### src/rtl/disp_pkg.sv
package disp_pkg;

  typedef enum logic [1:0] {
    MODE_LBLANK = 2'd0,
    MODE_FBLANK = 2'd1,
    MODE_SCAN   = 2'd2,
    MODE_XFER   = 2'd3
  } disp_mode_e;

  // Mode at a given position of the frame (display on).
  function automatic disp_mode_e mode_at(input int unsigned dot,
                                         input int unsigned line,
                                         input int unsigned scan_dots,
                                         input int unsigned xfer_dots,
                                         input int unsigned vis_lines);
    if (line >= vis_lines)               return MODE_FBLANK;
    if (dot < scan_dots)                 return MODE_SCAN;
    if (dot < scan_dots + xfer_dots)     return MODE_XFER;
    return MODE_LBLANK;
  endfunction

  // Assemble the status byte from live state and stored enables.
  function automatic logic [7:0] status_byte(input logic [3:0] enables,
                                             input logic       match,
                                             input disp_mode_e mode);
    return {1'b1, enables, match, mode};
  endfunction

endpackage

### src/rtl/disp_timing.sv
module disp_timing
  import disp_pkg::*;
#(
  parameter int unsigned LINE_DOTS = 456,
  parameter int unsigned SCAN_DOTS = 80,
  parameter int unsigned XFER_DOTS = 172,
  parameter int unsigned VIS_LINES = 144,
  parameter int unsigned ALL_LINES = 154,
  localparam int unsigned DOT_W    = $clog2(LINE_DOTS),
  localparam int unsigned LINE_W   = 8
) (
  input  logic              clk,
  input  logic              rst_n,
  input  logic              run,
  input  logic              restart,
  input  logic              dot_en,
  output logic [DOT_W-1:0]  dot,
  output logic [LINE_W-1:0] line,
  output disp_mode_e        mode
);

  localparam logic [DOT_W-1:0]  LAST_DOT  = DOT_W'(LINE_DOTS - 1);
  localparam logic [LINE_W-1:0] LAST_LINE = LINE_W'(ALL_LINES - 1);

  logic advance;
  logic line_end;

  assign advance  = run && dot_en && !restart;
  assign line_end = (dot == LAST_DOT);

  always_ff @(posedge clk) begin
    if (!rst_n || restart) begin
      dot  <= '0;
      line <= '0;
    end else if (advance) begin
      if (line_end) begin
        dot  <= '0;
        line <= (line == LAST_LINE) ? '0 : line + 1'b1;
      end else begin
        dot <= dot + 1'b1;
      end
    end
  end

  always_comb begin
    if (run) mode = mode_at(32'(dot), 32'(line), SCAN_DOTS, XFER_DOTS, VIS_LINES);
    else     mode = MODE_LBLANK;
  end

  assert_dot_range_R6: assert property (@(posedge clk) disable iff (!rst_n)
    dot <= LAST_DOT);
  assert_line_range_R7: assert property (@(posedge clk) disable iff (!rst_n)
    line <= LAST_LINE);
  assert_hold_gated_R6: assert property (@(posedge clk) disable iff (!rst_n)
    (!dot_en && !restart) |=> ($stable(dot) && $stable(line)));
  assert_restart_zero_R3: assert property (@(posedge clk) disable iff (!rst_n)
    restart |=> (dot == '0 && line == '0));
  assert_off_parked_R4: assert property (@(posedge clk) disable iff (!rst_n)
    !run |-> (line == '0 && dot == '0 && mode == MODE_LBLANK));

endmodule

### src/rtl/disp_regs.sv
module disp_regs
  import disp_pkg::*;
#(
  parameter logic [7:0] CTRL_ADDR = 8'h40,
  parameter logic [7:0] STAT_ADDR = 8'h41,
  parameter logic [7:0] LINE_ADDR = 8'h44,
  parameter logic [7:0] CMP_ADDR  = 8'h45
) (
  input  logic       clk,
  input  logic       rst_n,
  input  logic       wr_en,
  input  logic [7:0] wr_addr,
  input  logic [7:0] wr_data,
  input  logic [7:0] rd_addr,
  output logic [7:0] rd_data,
  input  logic [7:0] line,
  input  disp_mode_e mode,
  output logic       run,
  output logic       restart,
  output logic       match,
  output logic [3:0] src_en
);

  logic [7:0] ctrl_q;
  logic [7:0] cmp_q;
  logic       ctrl_wr;
  logic       stat_wr;

  assign ctrl_wr = wr_en && (wr_addr == CTRL_ADDR);
  assign stat_wr = wr_en && (wr_addr == STAT_ADDR);
  assign restart = ctrl_wr && (wr_data[7] != ctrl_q[7]);
  assign run     = ctrl_q[7];
  assign match   = (line == cmp_q);

  always_ff @(posedge clk) begin
    if (!rst_n) begin
      ctrl_q <= '0;
      cmp_q  <= '0;
      src_en <= '0;
    end else begin
      if (ctrl_wr) ctrl_q <= wr_data;
      if (stat_wr) src_en <= wr_data[6:3];
      if (wr_en && wr_addr == CMP_ADDR) cmp_q <= wr_data;
    end
  end

  always_comb begin
    unique case (rd_addr)
      CTRL_ADDR: rd_data = ctrl_q;
      STAT_ADDR: rd_data = status_byte(src_en, match, mode);
      LINE_ADDR: rd_data = line;
      CMP_ADDR:  rd_data = cmp_q;
      default:   rd_data = 8'hFF;
    endcase
  end

  assert_enable_store_R2: assert property (@(posedge clk) disable iff (!rst_n)
    stat_wr |=> (src_en == $past(wr_data[6:3])));
  assert_no_toggle_R5: assert property (@(posedge clk) disable iff (!rst_n)
    (ctrl_wr && !restart) |=> (run == $past(run)));

endmodule

### src/rtl/disp_irq.sv
module disp_irq
  import disp_pkg::*;
(
  input  logic       clk,
  input  logic       rst_n,
  input  logic       run,
  input  disp_mode_e mode,
  input  logic       match,
  input  logic [3:0] src_en,
  output logic       stat_irq,
  output logic       vblank_irq
);

  logic stat_cond, stat_cond_q;
  logic vbl_cond, vbl_cond_q;

  assign stat_cond = run && ((src_en[0] && mode == MODE_LBLANK) ||
                             (src_en[1] && mode == MODE_FBLANK) ||
                             (src_en[2] && mode == MODE_SCAN)   ||
                             (src_en[3] && match));
  assign vbl_cond  = run && (mode == MODE_FBLANK);

  always_ff @(posedge clk) begin
    if (!rst_n) begin
      stat_cond_q <= 1'b0;
      vbl_cond_q  <= 1'b0;
    end else begin
      stat_cond_q <= stat_cond;
      vbl_cond_q  <= vbl_cond;
    end
  end

  assign stat_irq   = stat_cond && !stat_cond_q;
  assign vblank_irq = vbl_cond && !vbl_cond_q;

  assert_stat_single_R9: assert property (@(posedge clk) disable iff (!rst_n)
    stat_irq |=> !stat_irq);
  assert_vblank_single_R10: assert property (@(posedge clk) disable iff (!rst_n)
    vblank_irq |=> !vblank_irq);
  assert_quiet_off_R11: assert property (@(posedge clk) disable iff (!rst_n)
    !run |-> (!stat_irq && !vblank_irq));

endmodule

### src/rtl/disp_status_seq.sv
module disp_status_seq
  import disp_pkg::*;
#(
  parameter int unsigned LINE_DOTS = 456,
  parameter int unsigned SCAN_DOTS = 80,
  parameter int unsigned XFER_DOTS = 172,
  parameter int unsigned VIS_LINES = 144,
  parameter int unsigned ALL_LINES = 154
) (
  input  logic       clk,
  input  logic       rst_n,
  input  logic       dot_en,
  input  logic       wr_en,
  input  logic [7:0] wr_addr,
  input  logic [7:0] wr_data,
  input  logic [7:0] rd_addr,
  output logic [7:0] rd_data,
  output logic       stat_irq,
  output logic       vblank_irq
);

  localparam int unsigned DOT_W = $clog2(LINE_DOTS);

  logic [DOT_W-1:0] dot;
  logic [7:0]       line;
  disp_mode_e       mode;
  logic             run, restart, match;
  logic [3:0]       src_en;

  disp_regs i_regs (
    .clk(clk), .rst_n(rst_n),
    .wr_en(wr_en), .wr_addr(wr_addr), .wr_data(wr_data),
    .rd_addr(rd_addr), .rd_data(rd_data),
    .line(line), .mode(mode),
    .run(run), .restart(restart), .match(match), .src_en(src_en)
  );

  disp_timing #(
    .LINE_DOTS(LINE_DOTS), .SCAN_DOTS(SCAN_DOTS), .XFER_DOTS(XFER_DOTS),
    .VIS_LINES(VIS_LINES), .ALL_LINES(ALL_LINES)
  ) i_timing (
    .clk(clk), .rst_n(rst_n), .run(run), .restart(restart), .dot_en(dot_en),
    .dot(dot), .line(line), .mode(mode)
  );

  disp_irq i_irq (
    .clk(clk), .rst_n(rst_n), .run(run), .mode(mode), .match(match),
    .src_en(src_en), .stat_irq(stat_irq), .vblank_irq(vblank_irq)
  );

  assert_vblank_line_R10: assert property (@(posedge clk) disable iff (!rst_n)
    vblank_irq |-> (line == 8'(VIS_LINES)));

endmodule

### config.mk
export PLATFORM = sky130hd
export DESIGN_NAME = disp_status_seq
export DESIGN_NICKNAME = d
export VERILOG_FILES = /design/src/rtl/disp_pkg.sv /design/src/rtl/disp_timing.sv /design/src/rtl/disp_regs.sv /design/src/rtl/disp_irq.sv /design/src/rtl/disp_status_seq.sv
export SDC_FILE = /design/constraint.sdc
export NUM_CORES = 1
export LEC_CHECK = 0
export ABC_AREA = 1
export ABC_CLOCK_PERIOD_IN_PS = 2700
export BUFFER_PORTS_ARGS = -buffer_cell sky130_fd_sc_hd__buf_2
export CORE_ASPECT_RATIO = 1.2
export CORE_MARGIN = 2
export CORE_UTILIZATION = 50
export DETAILED_ROUTE_END_ITERATION = 10
export GPL_TIMING_DRIVEN = 0
export PLACE_DENSITY_LB_ADDON = 0.05
export RECOVER_POWER = 100
export SYNTH_ARGS = -nofsm -noshare
export SYNTH_HDL_FRONTEND = slang
export SYNTH_SLANG_ARGS = --single-unit
export TNS_END_PERCENT = 5
### constraint.sdc
create_clock -name clk -period 2.7 [get_ports clk]
set_input_delay 0.54 -clock clk [delete_from_list [all_inputs] [get_ports clk]]
set_output_delay 0.54 -clock clk [all_outputs]
set_load 0.02 [all_outputs]
==> results of run 1 <==
-- final timing paths --
check	startpoint	to	slack [ns]	cells past startpoint
worst min-delay path	i_regs.src_en[3]	i_regs.src_en[3]	0.49	2
worst max-delay path	rd_addr[1]	rd_data[2]	0.22	9
worst max register to register	i_timing.dot[0]	i_timing.line[3]	0.83	8
worst min register to register	i_regs.src_en[3]	i_regs.src_en[3]	0.49	2
-- layer usage --
layer	vias to the layer above	global-route usage (%)
met5	-	0
met4	0	9.80
met2	49	44.3
met1	1097	29.2
li1	1311	-
met3	12	4.20
-- registers in the layout, indices dropped and copies added (netlist names) --
register and flops:
i_regs.cmp_q 8, i_timing.line 8, i_timing.dot 9, i_irq.vbl_cond_q 1, i_regs.src_en 4, i_irq.stat_cond_q 1, i_regs.ctrl_q 8
-- Yosys cell counts --
| cell type | n |
|---|---|
| a211oi_1 | 1 |
| a21oi_1 | 35 |
| buf_2 | 7 |
| buf_6 | 2 |
| clkbuf_1 | 2 |
| dfxtp_1 | 39 |
| ha_1 | 4 |
| inv_1 | 54 |
| inv_2 | 1 |
| nand2_1 | 95 |
| nand2_2 | 3 |
| nand3_1 | 23 |
| nand3_2 | 3 |
| nand3b_4 | 1 |
| nand4_1 | 15 |
| nor2_1 | 38 |
| nor2_2 | 1 |
| nor2_4 | 1 |
| nor3_1 | 6 |
| nor3_2 | 1 |
| nor3_4 | 1 |
| nor3b_1 | 2 |
| nor4_4 | 2 |
| o2111ai_1 | 3 |
| o211ai_1 | 1 |
| o21ai_0 | 25 |
| o21ai_1 | 1 |
| or2_2 | 1 |
| xnor2_1 | 2 |
| xor2_1 | 8 |
-- power groups by stage --
stage          clock [uW]  combinational [uW]  sequential [uW]
2_1_floorplan           0                31.0              589
3_3_place_gp            0                65.4              589
3_5_place_dp            0                66.3              589
4_1_cts               522                66.5              576
5_1_grt               539                70.3              576
6_report              510                62.9              576
-- through the flow --
step,hold WS [ns],cell area [sq um],utilization [%],setup WS [ns],total power (uW)
floorplan,0.439,2450,-,0.619,620
global placement,0.462,2710,58.1,0.266,655
detailed placement,0.470,2710,58.1,0.291,656
CTS,0.482,2830,60.6,0.274,1160
global route,0.512,2770,59.4,0.0228,1180
finish,0.486,2770,59.4,0.218,1150
-- worst max-delay path: cells and delay by family --
family          cells  cell delay [ns]
simple gates        4             0.79
buf+inv             3             0.44
compound gates      2             0.17
-- cell families (layout without fill, tap and decap cells) --
kind of cell	after synthesis	after routing	synth area share [%]
AOI/OAI and AO/OA	66	66	14.1
adders and majority gates	4	4	2.04
buffers and inverters	66	111	11.1
and+or+nand+nor	193	193	37.3
DFF	39	39	31.9
xor gates and xnor gates	10	10	3.57
-- cell type report --
| cell class | instances | share of cell area, % |
|---|---|---|
| plain buffers | 11 | 2.03 |
| well taps | 58 | 2.62 |
| repair buffers | 37 | 6.28 |
| clock buffers | 6 | 2.98 |
| clock inverters | 2 | 1.27 |
| multi-input cells | 273 | 49.1 |
| flip-flops and latches | 39 | 28.2 |
| inverters | 55 | 7.46 |
==> flow_summary.ini, run 1 <==
[status]
status = finished, final reports clean

[floorplan]
area_enclosed_by_the_die_boundary_sq_mm = 0.00548
placementRows = 27
top_level_ports = 38
die_extent_in_y_um = 80.7
initial_utilization_pct = 52.6
core_sq_mm = 0.00466
dieWidth_um = 67.9

[power]
power.density_mw_per_mm2 = 415
total_switching_power_uw = 250
vdd_drop_max_v = 0.000303
p_int_uw = 899
pwr-share-seq_pct = 50.1
power.clock.fraction_pct = 44.4
combinationalPowerShare_pct = 5.5
sw_frac_of_total_pct = 21.8
leakagePower_uw = 0.00113

[synth]
synth.ff_latch_count = 39
synthDistinctLibCells = 30
biggest_area_contributors_in_the_synthesized_netlist = dfxtp_1 (32%), nand2_1 (15%), inv_1 (8.3%), a21oi_1 (7.1%), nor2_1 (5.8%)
yosysWarnings = 0
syn-num-nets = 410
cell_count_after_synthesis = 378
ys_seq_area_share_pct = 31.9
synth.top_cell.area_share_pct = 31.9
synth_largest_area_cell = dfxtp_1
synthesis.area_per_instance_sq_um = 6.48
synthesis.area_sq_mm = 0.00245

[final_layout]
layout_commonest_cell = nand2_1
n_antenna_cell = 0
total_area_of_multi_input_combinational_cells_sq_mm = 0.00136
finalNonFillerCells = 481
fin_nets = 454
fillerInstances = 477
post_route_cells_drive_above_1_share_pct = 12.5
sequential_cell_area_sq_um = 781
mostFrequentLayoutCells = nand2_1 (97), inv_1 (54), nor2_1 (39), dfxtp_1 (39), a21oi_1 (35)
flow.area_growth_from_synthesis_pct = 12.9

[placement]
port_buffers = 37
numPlacedInstances = 473
hpwlAfterDp_um = 4860
place.gp.congestion = 0.878

[routing]
drt-wirelength-per-cell_um = 12.9
drtIter0Drc = 112
wl_met3_um = 191
detail_route.first_pass.iterations = 4
drt-total-wl_um = 6210
dr_wl_met2_um = 3150
num_vias = 2469
drt-met1-wl_um = 2720
drtAntennaViolNets = 0
drt-vias-per-instance = 5.13
drc = 0
top_routing_layer_in_use = met4

[clocking]
number_of_clock_sinks_seen_by_cts = 39
cts.hold.buffers_added = 0
cts.path.max_buffers = 2
cts.clk_slew.worst_paths_ns = 0.08
cts-buffers-inserted = 5
cts_root_buf = clkbuf_8
post_cts.repair.setup_buffers = 0
clk_latency_ns = 0.29
post_cts_resized = 0
htreeDepth = 2
tritoncts = yes

[sta]
max_slew_headroom_pct = 56.2
setup_viol = 0
final-hold-violation-count = 0
fmax_ghz = 0.403
post_layout_min_period_ns = 2.48
worst-slew-pin-transition_ns = 0.651
clock-skew-final_ns = 0.00186
finalCritPeriodShare_pct = 91.9
slew_viol_final = 0
fin_tns_setup_ns = 0
rsz0062_at_grt = no

[setup_path]
cp_cell_sequence = buf_2 -> nor2_1 -> inv_1 -> nor3_1 -> nand2_1 -> o21ai_0 -> a21oi_1 -> nand3_1 -> clkbuf_1
critical-path-slowest-cell = nor3_1
crit_arrival_ns = 1.94
biggest_fanout_along_the_worst_timing_path = 4
start_kind = input pin
timing.critical_path.to_type = output port
worst_ep_required_time_ns = 2.16
path_class = in -> out
timing.critical_path.slowest_cell_delay_ns = 0.50

[global_routing]
global_route_wire_length_before_repair_um = 10400
gr-total-overflow = 0
grt_pass1_vias = 2347
grt_max_degree = 13
globalRouteTotalUtil_pct = 24.9
grt_antenna_before_repair = 0

[worst_hold_path]
timing.hold.worst.class = reg -> reg

[job]
maxCapViolations = 0
No activity file was read; power rests on OpenSTA's default activity.
==> inputs of run 2 (changes only) <==
--- a/config.mk
+++ b/config.mk
@@ -9,7 +9,6 @@
 export ABC_CLOCK_PERIOD_IN_PS = 2700
 export BUFFER_PORTS_ARGS = -buffer_cell sky130_fd_sc_hd__buf_2
 export CORE_ASPECT_RATIO = 1.2
-export CORE_MARGIN = 2
 export CORE_UTILIZATION = 50
 export DETAILED_ROUTE_END_ITERATION = 10
 export GPL_TIMING_DRIVEN = 0
==> flow_summary.ini, run 2 (same netlist as run 1, synthesis figures left out) <==
[status]
status = finished, final reports clean

[sta]
worst_hold_slack_ns = 0.485
fmax_ghz = 0.406
final-hold-violation-count = 0
max_slew_headroom_pct = 56.7
fin_tns_setup_ns = 0
setup_viol = 0
slew_viol_final = 0
rsz0062_at_grt = no
finalCritPeriodShare_pct = 91.1
worst-slew-pin-transition_ns = 0.643
post_layout_min_period_ns = 2.46
clock-skew-final_ns = 0.00549

[clocking]
cts-buffers-inserted = 5
cts.hold.buffers_added = 0
cts_root_buf = clkbuf_8
tritoncts = yes
post_cts_resized = 0
post_cts.repair.setup_buffers = 0
number_of_clock_sinks_seen_by_cts = 39
cts.clk_slew.worst_paths_ns = 0.08
clk_latency_ns = 0.30
cts.path.max_buffers = 2
htreeDepth = 2

[routing]
detail_route.first_pass.iterations = 4
num_vias = 2477
drc = 0
drt-total-wl_um = 6040
drt-vias-per-instance = 5.15
drtIter0Drc = 97
drt-wirelength-per-cell_um = 12.6
drtAntennaViolNets = 0

[final_layout]
fin_nets = 454
total_area_of_multi_input_combinational_cells_sq_mm = 0.00137
flow.area_growth_from_synthesis_pct = 13.6
post_route_cells_drive_above_1_share_pct = 13.2
top_register = i_timing.dot
fillerInstances = 495
mostFrequentLayoutCells = nand2_1 (96), inv_1 (54), dfxtp_1 (39), nor2_1 (38), a21oi_1 (35)
n_antenna_cell = 0
largest_register_ffs = 9
layout_commonest_cell = nand2_1
sequential_cell_area_sq_um = 781

[floorplan]
top_level_ports = 38
initial_utilization_pct = 52.6
dieWidth_um = 65.9
placementRows = 27
core_sq_mm = 0.00466
die_extent_in_y_um = 78.7
area_enclosed_by_the_die_boundary_sq_mm = 0.00519

[setup_path]
cp_cell_sequence = buf_2 -> nor2_1 -> nand4_1 -> nor2_1 -> inv_1 -> a211oi_1 -> o211ai_1 -> clkbuf_2
cp_num_cells = 8
critical-path-slowest-cell = nor2_1
timing.critical_path.slowest_cell_delay_ns = 0.31
crit_family = simple AND/OR/NAND/NOR gates
crit_arrival_ns = 1.92
biggest_fanout_along_the_worst_timing_path = 5
timing.critical_path.to_type = output port
cp_common_cell = nor2_1
r2r_cells = 8
worst_ep_required_time_ns = 2.16
worstSetupStartpoint = rd_addr[4]
path_class = in -> out
worstReg2RegStart = i_timing.dot[0]
start_kind = input pin
worst-path-buf-inv = 3

[worst_hold_path]
hp-start = i_regs.src_en[1]
min_path_cells = 2
timing.hold.worst.class = reg -> reg

[job]
maxCapViolations = 0

[global_routing]
grt_antenna_before_repair = 0
grt_max_degree = 13
grt_pass1_vias = 2377
global_route_wire_length_before_repair_um = 10300
globalRouteTotalUtil_pct = 25.8
gr-total-overflow = 0

[power]
vdd_drop_max_v = 0.000401
power.density_mw_per_mm2 = 415
leakagePower_uw = 0.00114

[placement]
port_buffers = 37
place.gp.congestion = 0.904
hpwlAfterDp_um = 4790
==> run 2: changes by cell type in the layout (fill, tap and decap cells not counted) <==
cell and change:
nor2_4 +1, buf_2 -1, clkbuf_1 -1, nand2_2 +1, nor2_1 -1, nand2_1 -1
clkbuf_2 +1, buf_6 +1
==> run 2: worst register-to-register path, delay by kind of cell, from the launching register on <==
kind | cells | cell delay (ns)
fa+ha+maj | 1 | 0.24
buf+inv | 1 | 0.03
flops | 1 | 0.41
simple gates | 6 | 1.02
==> run 2: metal layers <==
layer	track usage, %	up-vias	routed length, um
li1	-	1306	-
met1	28.7	1136	2680
met4	9.35	0	57
met5	0	-	0
met3	4.02	5	102
met2	47.9	30	3200
==> run 2: worst paths after layout <==
path	slack, ns	to
worst min-delay path	0.49	i_regs.src_en[1]
worst max-delay path	0.24	rd_data[3]
worst max register to register	0.88	i_timing.line[3]
worst min register to register	0.49	i_regs.src_en[1]
==> run 2: where the power goes <==
| group | switching [uW] | internal, uW | leakage [uW] |
|---|---|---|---|
| clock | 218 | 299 | 0.0000612 |
| sequential | 0.425 | 575 | 0.000314 |
| combinational | 38.4 | 24.2 | 0.000764 |
==> run 2: cell type report <==
type | instances | share of cell area (%)
repair buffers | 37 | 6.29
flip-flops and latches | 39 | 28.0
plain buffers | 11 | 2.25
well taps | 58 | 2.61
clock inverters | 2 | 1.26
clock buffers | 6 | 2.96
inverters | 55 | 7.41
multi-input cells | 273 | 49.2
==> run 2: through the flow <==
| stage | utilization [%] | std cells | total power, uW | worst slack, ns | cell area, sq um |
|---|---|---|---|---|---|
| floorplan | - | 378 | 620 | 0.619 | 2450 |
| global placement | 58.1 | 473 | 655 | 0.271 | 2710 |
| detailed placement | 58.1 | 473 | 656 | 0.262 | 2710 |
| CTS | 60.6 | 481 | 1180 | 0.237 | 2830 |
| global route | 59.7 | 481 | 1190 | 0.0499 | 2790 |
| finish | 59.7 | 481 | 1160 | 0.240 | 2790 |
==> inputs of run 3 (changes only) <==
--- a/config.mk
+++ b/config.mk
@@ -5,7 +5,6 @@
 export SDC_FILE = /design/constraint.sdc
 export NUM_CORES = 1
 export LEC_CHECK = 0
-export ABC_AREA = 1
 export ABC_CLOCK_PERIOD_IN_PS = 2700
 export BUFFER_PORTS_ARGS = -buffer_cell sky130_fd_sc_hd__buf_2
 export CORE_ASPECT_RATIO = 1.2
==> flow_summary.ini, run 3 <==
[status]
status = finished, final reports clean

[synth]
synth.top_cell.area_share_pct = 33.0
syn-num-nets = 297
asyncSetResetFlopFracSynth_pct = 0
biggest_area_contributors_in_the_synthesized_netlist = dfxtp_1 (33%), mux2i_1 (9.3%), nor2_1 (4.3%), mux4_2 (3.8%), a21oi_2 (3.0%)
synthesis.area_per_instance_sq_um = 8.92
cell_count_after_synthesis = 265
synth.ff_latch_count = 39
ys_seq_area_share_pct = 33.0
synthDistinctLibCells = 55
synthesis.area_sq_mm = 0.00236
synth.cells.most_frequent = dfxtp_1 (39), nor2_1 (27), mux2i_1 (22)
synth_largest_area_cell = dfxtp_1
synth.most_common_cell = dfxtp_1
synth-edff-count = 0
synth_ff_type = dfxtp_1
yosysWarnings = 0

[power]
leakagePower_uw = 0.000997
power.density_mw_per_mm2 = 398
vdd_drop_max_v = 0.000272

[floorplan]
top_level_ports = 38
core_sq_mm = 0.00456
initial_utilization_pct = 51.9
die_extent_in_y_um = 77.3
area_enclosed_by_the_die_boundary_sq_mm = 0.00501
dieWidth_um = 64.8
placementRows = 27

[global_routing]
global_route_wire_length_before_repair_um = 9640
grt_max_degree = 12
globalRouteTotalUtil_pct = 24.8
gr-total-overflow = 0
grt_pass1_vias = 2013
grt_antenna_before_repair = 0

[setup_path]
worstReg2RegStart = i_timing.dot[0]
path_class = in -> out
start_kind = input pin
worst_ep_required_time_ns = 2.16
biggest_fanout_along_the_worst_timing_path = 6
crit_arrival_ns = 2.07
worstSetupStartpoint = rd_addr[5]
timing.critical_path.to_type = output port

[final_layout]
largest_register_ffs = 9
top_register = i_timing.dot
mostFrequentLayoutCells = dfxtp_1 (39), nor2_1 (27), buf_2 (27), mux2i_1 (22)
fin_nets = 341
fin_area_sq_mm = 0.00272
post_route_cells_drive_above_1_share_pct = 20.3
layout_commonest_cell = dfxtp_1
flow.area_growth_from_synthesis_pct = 15.1
n_antenna_cell = 0
fillerInstances = 453

[routing]
drtIter0Drc = 83
drtAntennaViolNets = 0
detail_route.first_pass.iterations = 4
drt-wirelength-per-cell_um = 15.8
drt-total-wl_um = 5810
num_vias = 2144
drt-vias-per-instance = 5.83
drc = 0

[sta]
post_layout_min_period_ns = 2.61
fmax_ghz = 0.382
rsz0062_at_grt = no
finalCritPeriodShare_pct = 96.8
setup_viol = 0
layout_setup_ws_ns = 0.0855
max_slew_headroom_pct = 13.8
clock-skew-final_ns = 0.00513
worst_hold_slack_ns = 0.492
fin_tns_setup_ns = 0
worst-slew-pin-transition_ns = 1.28
slew_viol_final = 0
final-hold-violation-count = 0

[clocking]
cts.clk_slew.worst_paths_ns = 0.08
cts.hold.buffers_added = 0
tritoncts = yes
number_of_clock_sinks_seen_by_cts = 39
cts.path.max_buffers = 2
htreeDepth = 2
clk_latency_ns = 0.29
cts-buffers-inserted = 5
cts_root_buf = clkbuf_8

[placement]
place.gp.congestion = 0.871
hpwlAfterDp_um = 4320
dp_worst_slack_ns = -0.480
placedInstanceArea_sq_mm = 0.00262
port_buffers = 36

[job]
maxCapViolations = 0

[worst_hold_path]
timing.hold.worst.class = in -> reg
hp-start = wr_data[2]
[run 3: logic make-up (layout without fill, tap and decap cells)]
| family | after synthesis | count (layout) | share of synthesized area (%) |
|---|---|---|---|
| mux | 26 | 26 | 13.1 |
| fa+ha+maj | 4 | 4 | 2.12 |
| compound gates | 57 | 57 | 17.6 |
| buf+inv | 25 | 70 | 4.07 |
| flops | 39 | 39 | 33.0 |
| xor+xnor | 9 | 9 | 3.33 |
| simple gates | 105 | 105 | 26.8 |
[run 3: worst paths after layout]
| path | slack, ns | cells past startpoint | to |
|---|---|---|---|
| worst max-delay path | 0.09 | 6 | rd_data[5] |
| worst max register to register | 0.34 | 5 | i_timing.dot[0] |
| worst min register to register | 0.50 | 2 | i_timing.dot[1] |
| worst min-delay path | 0.49 | 3 | i_regs.cmp_q[2] |
[run 3: metal layers]
layer | share of wire, % | wire (um) | track usage (%)
met1 | 44 | 2530 | 29.4
met2 | 51 | 2970 | 44.3
met3 | 2.8 | 161 | 3.68
met4 | 2.4 | 140 | 9.11
met5 | 0 | 0 | 0
[run 3: area by class of cell]
| class | instances | area [sq um] | share of cell area, % |
|---|---|---|---|
| Multi-Input combinational cell | 201 | 1480 | 54.4 |
| Sequential cell | 39 | 781 | 28.7 |
| Timing Repair Buffer | 39 | 199 | 7.31 |
| Clock buffer | 8 | 100 | 3.68 |
| Tap cell | 58 | 72.6 | 2.67 |
| Buffer | 15 | 58.8 | 2.16 |
| Inverter | 8 | 30.0 | 1.10 |
[run 3: where the power goes]
group | internal (uW) | switching [uW]
Clock | 233 | 204
Combinational | 28.9 | 41.5
Sequential | 575 | 0.320
[run 3: stage by stage]
step	instances	power [uW]	utilization, %
floorplan	265	623	-
global placement	359	658	57.4
detailed placement	359	660	57.4
CTS	370	1100	60.7
global route	368	1130	59.7
finish	368	1080	59.7
[run 3: critical path, stage by stage]
cell and delay, ns:
buf_2 0.10, or4b_4 0.55, nor3_4 0.31, clkbuf_4 0.21
or2b_1 0.22, clkbuf_2 0.15
[run 3: timing repair]
item	CTS	global route
hold endpoints to repair	0	0
endpoints found under the setup margin	9	2
resized for setup	5	2
pin swaps	1	1
buffers inserted	3	0
